<file path="config.mk">
export PLATFORM = sky130hd
export DESIGN_NAME = regwin_xlate
export DESIGN_NICKNAME = d
export VERILOG_FILES = /design/src/rtl/regwin_pkg.sv /design/src/rtl/regwin_cfg_reg.sv /design/src/rtl/regwin_map.sv /design/src/rtl/regwin_xlate.sv
export SDC_FILE = /design/constraint.sdc
export NUM_CORES = 1
export LEC_CHECK = 0
export CAP_MARGIN = 20
export CORE_MARGIN = 8
export CORE_UTILIZATION = 25
export CTS_CLUSTER_DIAMETER = 40
export DETAILED_ROUTE_END_ITERATION = 10
export DONT_BUFFER_PORTS = 1
export RECOVER_POWER = 50
export SETUP_SLACK_MARGIN = 0.3
export SLEW_MARGIN = 10
export SYNTH_ARGS = -nofsm -noshare
export SYNTH_HDL_FRONTEND = slang
export SYNTH_SLANG_ARGS = --single-unit
</file>
<file path="constraint.sdc">
create_clock -name clk -period 2.3 [get_ports clk]
set_clock_uncertainty 0.1 [all_clocks]
set_input_delay 0.46 -clock clk [delete_from_list [all_inputs] [get_ports clk]]
set_output_delay 0.46 -clock clk [all_outputs]
set_load 0.05 [all_outputs]
</file>
<file path="src/rtl/regwin_pkg.sv">
// Package: shared widths and map-mode encodings for the register window
// translator. Assumes a 4-bit register number and a 10-bit address.
package regwin_pkg;

    localparam int REG_W   = 4;   // register number width
    localparam int ADDR_W  = 10;  // data-memory address width
    localparam int MODE_W  = 3;   // map mode width
    localparam int BASE_W  = 6;   // window base width
    localparam int BASE_SH = 2;   // base scaling shift (times four)

    // Map modes that pick the source of address bit 8.
    typedef enum logic [MODE_W-1:0] {
        MAP_LOW0 = 3'd0,
        MAP_LOW1 = 3'd1,
        MAP_LOW2 = 3'd2,
        MAP_LOW3 = 3'd3,
        MAP_HI   = 3'd4,
        MAP_NHI  = 3'd5,
        MAP_AND  = 3'd6,
        MAP_OR   = 3'd7
    } map_mode_e;

endpackage

</file>
<file path="src/rtl/regwin_cfg_reg.sv">
// Module: one configuration register of the translator.
// It loads the low WIDTH bits of the control field on a strobe, keeps its
// value otherwise, and clears on a synchronous active-low reset.
// Assumes FIELD_W >= WIDTH.
module regwin_cfg_reg #(
    parameter int WIDTH   = 3,
    parameter int FIELD_W = 10
) (
    input  logic               clk,
    input  logic               rst_n,
    input  logic               load,
    input  logic [FIELD_W-1:0] field,
    output logic [WIDTH-1:0]   value
);

    // Capture the low field bits on a strobe, clear on reset.
    always_ff @(posedge clk) begin
        if (!rst_n)
            value <= '0;
        else if (load)
            value <= field[WIDTH-1:0];
    end

    // a strobe places the low field bits in the register one edge later.
    p_cfg_load_r6: assert property (@(posedge clk) disable iff (!rst_n)
        load |=> (value == $past(field[WIDTH-1:0])));

    // without a strobe the register keeps its value.
    p_cfg_hold_r8: assert property (@(posedge clk) disable iff (!rst_n)
        (!load && $past(rst_n)) |=> $stable(value));

endmodule

</file>
<file path="src/rtl/regwin_map.sv">
// Module: combinational register-number mapping.
// Forms the pre-base address (low bits and top bit copied, middle bits zero,
// bit 8 chosen by the map mode), then XORs in the scaled window base.
// Assumes REG_W = 4 and ADDR_W >= BASE_W + BASE_SH + 2.
module regwin_map
    import regwin_pkg::*;
#(
    parameter int RW  = REG_W,
    parameter int AW  = ADDR_W,
    parameter int MW  = MODE_W,
    parameter int BW  = BASE_W,
    parameter int SH  = BASE_SH
) (
    input  logic [RW-1:0] reg_num,
    input  logic [MW-1:0] mode,
    input  logic [BW-1:0] base,
    output logic [AW-1:0] addr
);

    localparam int LOW_W = RW - 1;          // bits copied straight through
    localparam int ZERO_W = AW - 2 - LOW_W; // zero-filled middle bits

    logic          hi_bit;   // register bit 3
    logic          mid_bit;  // register bit 2
    logic          sel_bit;  // chosen address bit 8
    logic [AW-1:0] mapped;
    logic [AW-1:0] base_sc;

    assign hi_bit  = reg_num[RW-1];
    assign mid_bit = reg_num[RW-2];

    // Choose address bit 8 from the map mode.
    always_comb begin
        case (map_mode_e'(mode))
            MAP_HI:  sel_bit = hi_bit;
            MAP_NHI: sel_bit = ~hi_bit;
            MAP_AND: sel_bit = hi_bit & mid_bit;
            MAP_OR:  sel_bit = hi_bit | mid_bit;
            default: sel_bit = mid_bit;
        endcase
    end

    // Assemble the pre-base address.
    always_comb begin
        mapped = {hi_bit, sel_bit, {ZERO_W{1'b0}}, reg_num[LOW_W-1:0]};
    end

    // Scale the base and XOR it into the address.
    always_comb begin
        base_sc = AW'({base, {SH{1'b0}}});
        addr    = mapped ^ base_sc;
    end

endmodule

</file>
<file path="src/rtl/regwin_xlate.sv">
// Module: register window address translator (top).
// Holds the map mode and window base and translates a register number into
// a data-memory address with the current settings, combinationally.
// Assumes the instruction decoder drives cfg_field and at most the strobes
// belonging to the decoded control instruction.
module regwin_xlate
    import regwin_pkg::*;
#(
    parameter int RW = REG_W,
    parameter int AW = ADDR_W,
    parameter int MW = MODE_W,
    parameter int BW = BASE_W,
    parameter int SH = BASE_SH
) (
    input  logic          clk,
    input  logic          rst_n,
    input  logic [AW-1:0] cfg_field,
    input  logic          base_load,
    input  logic          map_load,
    input  logic [RW-1:0] reg_num,
    output logic [AW-1:0] mem_addr
);

    localparam int BASE_LO = SH;           // lowest address bit the base touches
    localparam int BASE_HI = SH + BW - 1;  // highest address bit the base touches

    logic [MW-1:0] map_mode;
    logic [BW-1:0] win_base;

    // Map mode register.
    regwin_cfg_reg #(.WIDTH(MW), .FIELD_W(AW)) u_mode (
        .clk   (clk),
        .rst_n (rst_n),
        .load  (map_load),
        .field (cfg_field),
        .value (map_mode)
    );

    // Window base register.
    regwin_cfg_reg #(.WIDTH(BW), .FIELD_W(AW)) u_base (
        .clk   (clk),
        .rst_n (rst_n),
        .load  (base_load),
        .field (cfg_field),
        .value (win_base)
    );

    // Combinational mapping.
    regwin_map #(.RW(RW), .AW(AW), .MW(MW), .BW(BW), .SH(SH)) u_map (
        .reg_num (reg_num),
        .mode    (map_mode),
        .base    (win_base),
        .addr    (mem_addr)
    );

    // the top address bit follows register bit 3 and is never touched by the base.
    p_top_bit_r1: assert property (@(posedge clk) disable iff (!rst_n)
        mem_addr[AW-1] == reg_num[RW-1]);

    // the bits below the scaled base pass the register bits through.
    p_low_pass_r5: assert property (@(posedge clk) disable iff (!rst_n)
        mem_addr[BASE_LO-1:0] == reg_num[BASE_LO-1:0]);

    // mode 4 routes register bit 3 to address bit 8.
    p_mode_hi_r3: assert property (@(posedge clk) disable iff (!rst_n)
        (map_mode == MW'(4)) |-> (mem_addr[AW-2] == reg_num[RW-1]));

    // mode 6 gives the AND of register bits 2 and 3.
    p_mode_and_r4: assert property (@(posedge clk) disable iff (!rst_n)
        (map_mode == MW'(6)) |-> (mem_addr[AW-2] == (reg_num[RW-1] & reg_num[RW-2])));

    // with a zero base the middle address bits are zero.
    p_mid_zero_r5: assert property (@(posedge clk) disable iff (!rst_n)
        (win_base == '0) |-> (mem_addr[BASE_HI:RW-1] == '0));

    // a reset edge leaves both settings cleared.
    p_reset_clear_r9: assert property (@(posedge clk)
        !rst_n |=> (map_mode == '0 && win_base == '0));

endmodule

</file>
==> results.ini, run 1 <==
[global_route]
grt_pass1_vias = 276
globalRoute.totalOverflow = 0
grt_start_max_net_pins = 10
antenna_found_initial = 0
grt_pass1_wl_um = 1442
track_usage_pct = 5.874

[floorplan]
io_pins = 28
die_w_um = 58.27
core.rowCount = 15
dieArea_um2 = 3395
die_h_um = 58.27
initial_core_util_pct = 26.15
coreArea_um2 = 1708

[power]
p_sw_share_pct = 27.92
power.density_nw_per_um2 = 792.3
p_leak_nw = 0.1840
fin_total_pwr_mw = 0.3489
worst_ir_drop_vdd_v = 0.0001845
p_seq_share_pct = 54.5
p_int_mw = 0.2515
comb_power_share_pct = 11.5
clkPwrFrac_pct = 34.0
netSwitchingPower_mw = 0.09743

[logic_synthesis]
synth_nets = 61
syn_inst = 43
seq_area_frac_synth_pct = 40.34
synthTopCellsByArea = dfxtp_1, mux2i_1, buf_4
postSynthAreaPerCell_um2 = 10.39
ys.warnings.count = 0
synth_area_um2 = 446.7
yosysUniqueCellTypes = 10
synth_top_cell_by_area = dfxtp_1
synth_top_area_share_pct = 40.34
synth_seq_cells = 9

[clocking]
holdBufCountCts = 0
post-cts-setup-buffers = 0
cts_buffers = 3
cts-resized-gates = 0
insertion_delay_ns = 0.25
clock-sinks = 9
clk_path_buf_depth = 2
tritoncts = built
ctsHtreeMaxLevel = 1
clk_pin_slew_ns = 0.06
cts-root-buf = clkbuf_4

[routing]
drc = 0
avgRoutedWirePerCell_um = 13.73
vias_per_cell = 3.984
dr.pass1.iters = 2
dr.first_iter.drc_count = 2
num_vias = 255
drtAntennaViolNets = 0
wirelength_um = 879

[sta]
slew_viol_final = 0
hold_viol = 0
rsz0062_at_grt = false
slew-limit-headroom_pct = 65.25
min_period_ns = 1.751
fin_crit_sh_pct = 76.12
worst_pin_slew_ns = 0.5205
fin_hold_ws_ns = 0.2314
setup_tns_ns = 0
fmax_mhz = 571.2
setup_viol = 0
fin_ws_ns = 0.5492

[run_status]
status = completed

[worst_hold_path]
hold_depth = 1
hp-class = in2reg

[critical_path]
crit_fanout = 3
end_kind = output port
ff2ff_path_depth = 2
path_class = reg2out
worst_ep_required_time_ns = 1.74
cp-start-kind = register
cp.arrival_ns = 1.19

[placed_design]
gp_congestion = 0.6273
place_ws_ns = 0.7264
port-buffer-count = 0

[final_layout]
drive_gt1_share_pct = 12.82
syn2layout_area_growth_pct = -1.401
nNetsFinal = 58
diodes = 0
num-fill-cells = 188

[flow_run]
cap_viol_max_count = 0

## final cells by class
cell class	count	area [um^2]	share of cell area, %
multi-input combinational	24	187.7	42.61
sequential	9	180.2	40.91
tap	25	31.28	7.102
clock buffer	4	26.28	5.966
timing repair buffer	2	15.01	3.409
## placed cells by master, fill, tap and decap left out
cell	instances
dfxtp_1	9
o21ai_0	1
clkbuf_1	1
a21bo_1	1
clkbuf_4	3
mux2i_1	9
a21oi_1	2
nand3b_1	1
xor2_1	1
nor2b_1	9
buf_4	2
## routing by layer
layer  wire [um]  part of all wire [%]  GRT usage [%]  vias up
li1            -                     -              -      127
met5           0                     0              0        -
met1         303                    34          5.507      113
met2         431                    49          8.031       13
met4          15                   1.7          6.294        0
met3         128                    15          3.974        2
## power by group through the flow
| stage | Clock, mW | Combinational [mW] | Sequential [mW] |
|---|---|---|---|
| after floorplan | 0 | 0.0788 | 0.173 |
| after global placement | 0 | 0.0394 | 0.194 |
| after detailed placement | 0 | 0.0405 | 0.194 |
| after CTS | 0.126 | 0.0406 | 0.190 |
| after global routing | 0.138 | 0.0436 | 0.192 |
| final | 0.119 | 0.0401 | 0.190 |
## logic make-up (layout without fill, tap and decap cells)
| logic type | after synthesis | after routing | synth area share (%) |
|---|---|---|---|
| buf+inv | 10 | 6 | 17.65 |
| xor+xnor | 1 | 1 | 1.961 |
| compound gates | 4 | 4 | 5.601 |
| mux | 9 | 9 | 20.17 |
| flops | 9 | 9 | 40.34 |
| simple gates | 10 | 10 | 14.29 |
## state kept, by name (all words and copies together) (netlist names)
signal and count:
u_base.value 6, u_mode.value 3
## cells in the mapped netlist
| cell | instances |
|---|---|
| a21bo_1 | 1 |
| a21oi_1 | 2 |
| buf_4 | 9 |
| buf_6 | 1 |
| dfxtp_1 | 9 |
| mux2i_1 | 9 |
| nand3b_1 | 1 |
| nor2b_1 | 9 |
| o21ai_0 | 1 |
| xor2_1 | 1 |
## metrics by stage
stage               instance area (um^2)  utilization (%)  cells
detailed placement                 414.1            24.25     60
global route                       440.4            25.79     64
CTS                                440.4            25.79     64
floorplan                          446.7                -     43
global placement                   414.1            24.25     60
finish                             440.4            25.79     64
## worst paths after layout
kind	startpoint	endpoint	slack, ns
min	rst_n	u_base.value[5]	0.23
max reg2reg	u_base.value[4]	u_base.value[4]	1.22
min reg2reg	u_mode.value[1]	u_mode.value[1]	0.44
max	u_mode.value[1]	mem_addr[8]	0.55
## worst max-delay path, cell delays in order, from the launching register on
cell and delay [ns]:
dfxtp_1 0.35, a21bo_1 0.21, a21oi_1 0.13, a21oi_1 0.06, buf_4 0.19
(Power assumes the default switching activity.)
==> run 2: changes to the inputs <==
clock period = 1.62 ns   (was 2.3 ns; I/O delays follow)
==> run 2 against run 1 <==
  * Hold slack lost 0.14 ns
  * Combinational power grew 49%
  * Clock power grew 45%
  * Setup slack lost 0.50 ns
  * Non-clock buffer count is the same
  * Sequential power grew 43%
  * Critical path type unchanged
  * Largest cell class unchanged
==> results.ini, run 2 (synthesis gave the netlist of run 1 again) <==
[run_status]
status = completed  ; unchanged

[global_route]
grt_start_max_net_pins = 10  ; unchanged
globalRoute.totalOverflow = 0  ; unchanged
grt_pass1_wl_um = 1428  ; was 1442 um
grt_pass1_vias = 301  ; was 276
antenna_found_initial = 0  ; unchanged
track_usage_pct = 5.787  ; was 5.874%

[critical_path]
cp.arrival_ns = 1.14  ; was 1.19 ns
cp-start-kind = register  ; unchanged
end_kind = output port  ; unchanged
crit_fanout = 3  ; unchanged
worst_ep_required_time_ns = 1.20  ; was 1.74 ns
path_class = reg2out  ; unchanged

[final_layout]
drive_gt1_share_pct = 30.77  ; was 12.82%
final_cell_count_no_fill = 64  ; unchanged
diodes = 0  ; unchanged
top_register = u_base.value  ; unchanged
syn2layout_area_growth_pct = 2.801  ; was -1.401%
top_regs = u_base.value x6, u_mode.value x3  ; unchanged
final_cell_mix = mux2i_1, nor2b_1, dfxtp_2, dfxtp_1, clkbuf_4  ; was mux2i_1, nor2b_1, dfxtp_1, clkbuf_4
largest_reg_flops = 6  ; unchanged
nNetsFinal = 58  ; unchanged

[floorplan]
dieArea_um2 = 3395  ; unchanged
die_w_um = 58.27  ; unchanged
io_pins = 28  ; unchanged
initial_core_util_pct = 26.15  ; unchanged
coreArea_um2 = 1708  ; unchanged
core.rowCount = 15  ; unchanged
die_h_um = 58.27  ; unchanged

[clocking]
clock-sinks = 9  ; unchanged
ctsHtreeMaxLevel = 1  ; unchanged
cts_buffers = 3  ; unchanged
insertion_delay_ns = 0.26  ; was 0.25 ns
tritoncts = built  ; unchanged
clk_pin_slew_ns = 0.07  ; was 0.06 ns
post-cts-setup-buffers = 0  ; unchanged
clk_path_buf_depth = 2  ; unchanged
holdBufCountCts = 0  ; unchanged
cts-root-buf = clkbuf_4  ; unchanged

[sta]
slew_viol_final = 0  ; unchanged
slew-limit-headroom_pct = 65.07  ; was 65.25%
worst_pin_slew_ns = 0.5233  ; was 0.5205 ns
min_period_ns = 1.568
rsz0062_at_grt = true  ; was false
setup_viol = 0  ; unchanged
fmax_mhz = 637.7
hold_viol = 0  ; unchanged
fin_crit_sh_pct = 96.79
setup_tns_ns = 0  ; unchanged

[worst_hold_path]
hp-class = in2reg  ; unchanged

[routing]
dr.pass1.iters = 2  ; unchanged
num_vias = 247  ; was 255
dr.first_iter.drc_count = 2  ; unchanged
vias_per_cell = 3.859  ; was 3.984
avgRoutedWirePerCell_um = 13.19  ; was 13.73 um
drtAntennaViolNets = 0  ; unchanged
wirelength_um = 844  ; was 879 um
drc = 0  ; unchanged

[power]
p_sw_share_pct = 29.10  ; was 27.92%
power.density_nw_per_um2 = 1098  ; was 792.3 nW/um^2
netSwitchingPower_mw = 0.1467  ; was 0.09743 mW
clkPwrFrac_pct = 34.3  ; was 34.0%
p_int_mw = 0.3575  ; was 0.2515 mW
worst_ir_drop_vdd_v = 0.0005215  ; was 0.0001845 V
p_leak_nw = 0.1904  ; was 0.1840 nW
p_seq_share_pct = 53.8  ; was 54.5%
comb_power_share_pct = 11.8  ; was 11.5%

[placed_design]
gp_congestion = 0.5864  ; was 0.6273
dpl.cell_count = 60  ; unchanged
port-buffer-count = 0  ; unchanged
dpl.hpwl_um = 657.9

[flow_run]
cap_viol_max_count = 0  ; unchanged

[run 2: cell count changes in the layout (fill, tap and decap cells not counted), sizes merged]
cell / before / now
clkbuf: 4 / 3
clkinv: 0 / 1
[run 2: through the flow]
step | power (mW) | cell area [um^2] | hold slack (ns) | worst slack (ns) | utilization [%]
after floorplan | 0.3586 | 454.2 | 0.3522 | 0.3453 | -
after global placement | 0.3321 | 421.7 | 0.3532 | 0.3142 | 24.69
after detailed placement | 0.3335 | 421.7 | 0.3589 | 0.3000 | 24.69
after global routing | 0.5353 | 459.2 | 0.07575 | -0.01761 | 26.89
final | 0.5042 | 459.2 | 0.08751 | 0.05198 | 26.89
after CTS | 0.5185 | 461.7 | 0.07247 | 0.02979 | 27.03
[run 2: metal layers]
metal	up-vias	GRT usage, %	part of all wire (%)
met5	-	0	0
met4	0	2.098	0.83
met3	2	7.285	18
met2	12	8.504	46
met1	109	4.511	35
li1	124	-	-
[run 2: final cells by class]
type,count,area [um^2]
Clock inverter,1,5.005
Clock buffer,3,22.52
Timing Repair Buffer,2,18.77
Sequential cell,9,186.4
Tap cell,25,31.28
Multi-Input combinational cell,24,195.2
Fill cell,189,1249
[run 2: what timing repair did]
item | CTS | global route
endpoints found under the setup margin | 7 | 2
gates resized for setup | 8 | 1
pin swaps | 1 | 1
[run 2: critical path, stage by stage, from the launching register on]
cell and delay (ns):
dfxtp_2 0.33, a21bo_1 0.19, a21oi_1 0.11, a21oi_1 0.05
buf_4 0.19
[run 2: power by group through the flow]
stage | Sequential, mW | Clock (mW) | Combinational, mW
2_1_floorplan | 0.246 | 0 | 0.113
3_3_place_gp | 0.275 | 0 | 0.0570
3_5_place_dp | 0.275 | 0 | 0.0581
4_1_cts | 0.273 | 0.186 | 0.0604
5_1_grt | 0.274 | 0.197 | 0.0646
6_report | 0.271 | 0.173 | 0.0596
[run 2: worst paths after layout]
check                         end  slack, ns            start  cells past startpoint
setup / recovery      mem_addr[8]       0.05  u_mode.value[1]                      4
hold / removal    u_base.value[4]       0.09            rst_n                      1
setup reg to reg  u_base.value[3]       0.56  u_base.value[3]                      2
hold reg to reg   u_mode.value[1]       0.42  u_mode.value[1]                      2
==> run 3: changes to the inputs <==
CORE_MARGIN = 2   (was 8)
PLACE_DENSITY = 0.49   (was unset)
clock period = 1.5 ns   (was 1.62 ns; I/O delays follow)
==> run 3 against run 2 <==
  * Cell count is the same
  * First-iteration DRC count shrank 50%
  * Sequential cell count is the same
  * Hold slack lost 0.011 ns
  * Sequential share of layout area shrank 1.2 points
  * Non-clock buffer count is the same
  * Critical path depth is the same
  * The run now ends with setup timing left
  * Cell area grew 3.0%
  * Clock-buffer cell count grew 1
  * Utilization grew 0.81 points
==> results.ini, run 3 (synthesis gave the netlist of run 1 again) <==
[global_route]
track_usage_pct = 8.473  ; was 5.787%
antenna_found_initial = 0  ; unchanged
grt_start_max_net_pins = 10  ; unchanged
grt_pass1_wl_um = 1179  ; was 1428 um
globalRoute.totalOverflow = 0  ; unchanged
grt_pass1_vias = 264  ; was 301

[critical_path]
crit_fanout = 3  ; unchanged
critPathSlowestCell = dfxtp_2  ; unchanged
path_cells = a21bo_1 -> a21oi_2 -> a21oi_1 -> buf_4  ; was a21bo_1 -> a21oi_1 -> a21oi_1 -> buf_4
cp.arrival_ns = 1.12  ; was 1.14 ns
crit_start = u_mode.value[1]  ; unchanged
critical-path-max-stage-delay_ns = 0.33  ; about the same
cp-start-kind = register  ; unchanged
end_kind = output port  ; unchanged
r2r_setup_slack_ns = 0.45  ; was 0.56 ns
ff2ff_path_depth = 2  ; unchanged
r2r-end = u_base.value[4]  ; was u_base.value[3]
endpoint = mem_addr[8]  ; unchanged
worst_ep_required_time_ns = 1.10  ; was 1.20 ns
rr_startpoint = u_base.value[4]  ; was u_base.value[3]
path_class = reg2out  ; unchanged

[clocking]
clk_path_buf_depth = 2  ; unchanged
cts-root-buf = clkbuf_4  ; unchanged
tritoncts = built  ; unchanged
holdBufCountCts = 0  ; unchanged
post-cts-setup-buffers = 0  ; unchanged
insertion_delay_ns = 0.25  ; was 0.26 ns
ctsHtreeMaxLevel = 1  ; unchanged
clock-sinks = 9  ; unchanged
clk_pin_slew_ns = 0.06  ; was 0.07 ns
cts_buffers = 3  ; unchanged

[final_layout]
nNetsFinal = 58  ; unchanged
final_cell_mix = mux2i_1, nor2b_1, dfxtp_2, dfxtp_1, clkbuf_4  ; unchanged
syn2layout_area_growth_pct = 5.883  ; was 2.801%
top_regs = u_base.value x6, u_mode.value x3  ; unchanged
largest_reg_flops = 6  ; unchanged
drive_gt1_share_pct = 30.77  ; unchanged
top_register = u_base.value  ; unchanged
num-fill-cells = 191  ; was 189
final_cell_count_no_fill = 64  ; unchanged
diodes = 0  ; unchanged

[floorplan]
core.rowCount = 15  ; unchanged
die_h_um = 46.27  ; was 58.27 um
coreArea_um2 = 1708  ; unchanged
initial_core_util_pct = 26.15  ; unchanged
io_pins = 28  ; unchanged
dieArea_um2 = 2141  ; was 3395 um^2
die_w_um = 46.27  ; was 58.27 um

[power]
p_leak_nw = 0.1896  ; was 0.1904 nW
power.density_nw_per_um2 = 1134  ; was 1098 nW/um^2
worst_ir_drop_vdd_v = 0.0002691  ; was 0.0005215 V

[sta]
fmax_mhz = 657.2
fin_crit_sh_pct = 101.4
slew-limit-headroom_pct = 66.11  ; was 65.07%
min_period_ns = 1.521
rsz0062_at_grt = true  ; unchanged
setup_viol = 1  ; was 0
worst_pin_slew_ns = 0.5077  ; was 0.5233 ns
hold_viol = 0  ; unchanged
fin_ws_ns = -0.02150  ; was 0.05198 ns
setup_tns_ns = -0.02150  ; was 0 ns
slew_viol_final = 0  ; unchanged

[placed_design]
port-buffer-count = 0  ; unchanged
dpl.hpwl_um = 591.3  ; was 657.9 um
place_ws_ns = 0.2410  ; was 0.3000 ns
gp_congestion = 0.5859  ; was 0.5864
dpl.cell_count = 60  ; unchanged

[worst_hold_path]
min_from = rst_n  ; unchanged
hold_depth = 1  ; unchanged
hp-class = in2reg  ; unchanged

[routing]
drtAntennaViolNets = 0  ; unchanged
vias_per_cell = 3.875  ; was 3.859
dr.pass1.iters = 2  ; unchanged
avgRoutedWirePerCell_um = 11.47  ; was 13.19 um
dr.first_iter.drc_count = 1  ; was 2
wirelength_um = 734  ; was 844 um
drc = 0  ; unchanged
num_vias = 248  ; was 247

[run_status]
violations = setup timing
status = finished with violations  ; was completed

[flow_run]
cap_viol_max_count = 0  ; unchanged

run 3: changes by cell type in the layout (fill, tap and decap cells not counted), sizes merged:
cell / change
clkbuf: +1
clkinv: -1
run 3: critical path: cells and delay by family (launching register included):
family | cells | cell delay (ns)
compound gates | 3 | 0.35
flops | 1 | 0.33
buf+inv | 1 | 0.19
run 3: repair_timing:
item                       4_1_cts  5_1_grt
hold endpoints to repair         0        0
pin swaps                        1        1
resized for setup                6        5
setup endpoints to repair        6        3
run 3: layout make-up:
cell class	instances	area [um^2]	share of cell area (%)
Clock buffer	4	26.28	5.556
Multi-Input combinational cell	24	210.2	44.44
Sequential cell	9	186.4	39.42
Tap cell	25	31.28	6.614
Timing Repair Buffer	2	18.77	3.968
run 3: worst min-delay path by stage:
stage / to / slack [ns]
2_1_floorplan: u_mode.value[1] / 0.33
3_3_place_gp: u_mode.value[2] / 0.33
3_5_place_dp: u_base.value[5] / 0.33
4_1_cts: u_base.value[5] / 0.06
5_1_grt: u_base.value[2] / 0.06
6_report: u_base.value[2] / 0.08
run 3: power by group:
| group | switching [mW] | total (mW) | internal [mW] |
|---|---|---|---|
| Combinational | 0.0369 | 0.0697 | 0.0328 |
| Sequential | 0.0339 | 0.289 | 0.255 |
| Clock | 0.0756 | 0.178 | 0.102 |
run 3: per-stage QoR:
step	total power, mW	instance area [um^2]	hold slack (ns)	utilization (%)
after floorplan	0.3907	466.7	0.3280	-
after global placement	0.3593	434.2	0.3297	25.42
after detailed placement	0.3611	434.2	0.3346	25.42
after CTS	0.5469	469.2	0.06353	27.47
after global routing	0.5765	473.0	0.05817	27.69
final	0.5365	473.0	0.07660	27.69
run 3: layer usage:
| metal | track usage (%) | vias up | part of all wire, % |
|---|---|---|---|
| li1 | - | 126 | - |
| met1 | 8.920 | 102 | 38 |
| met2 | 12.50 | 18 | 47 |
| met3 | 4.314 | 2 | 14 |
| met4 | 6.857 | 0 | 0.54 |
| met5 | 0 | - | 0 |
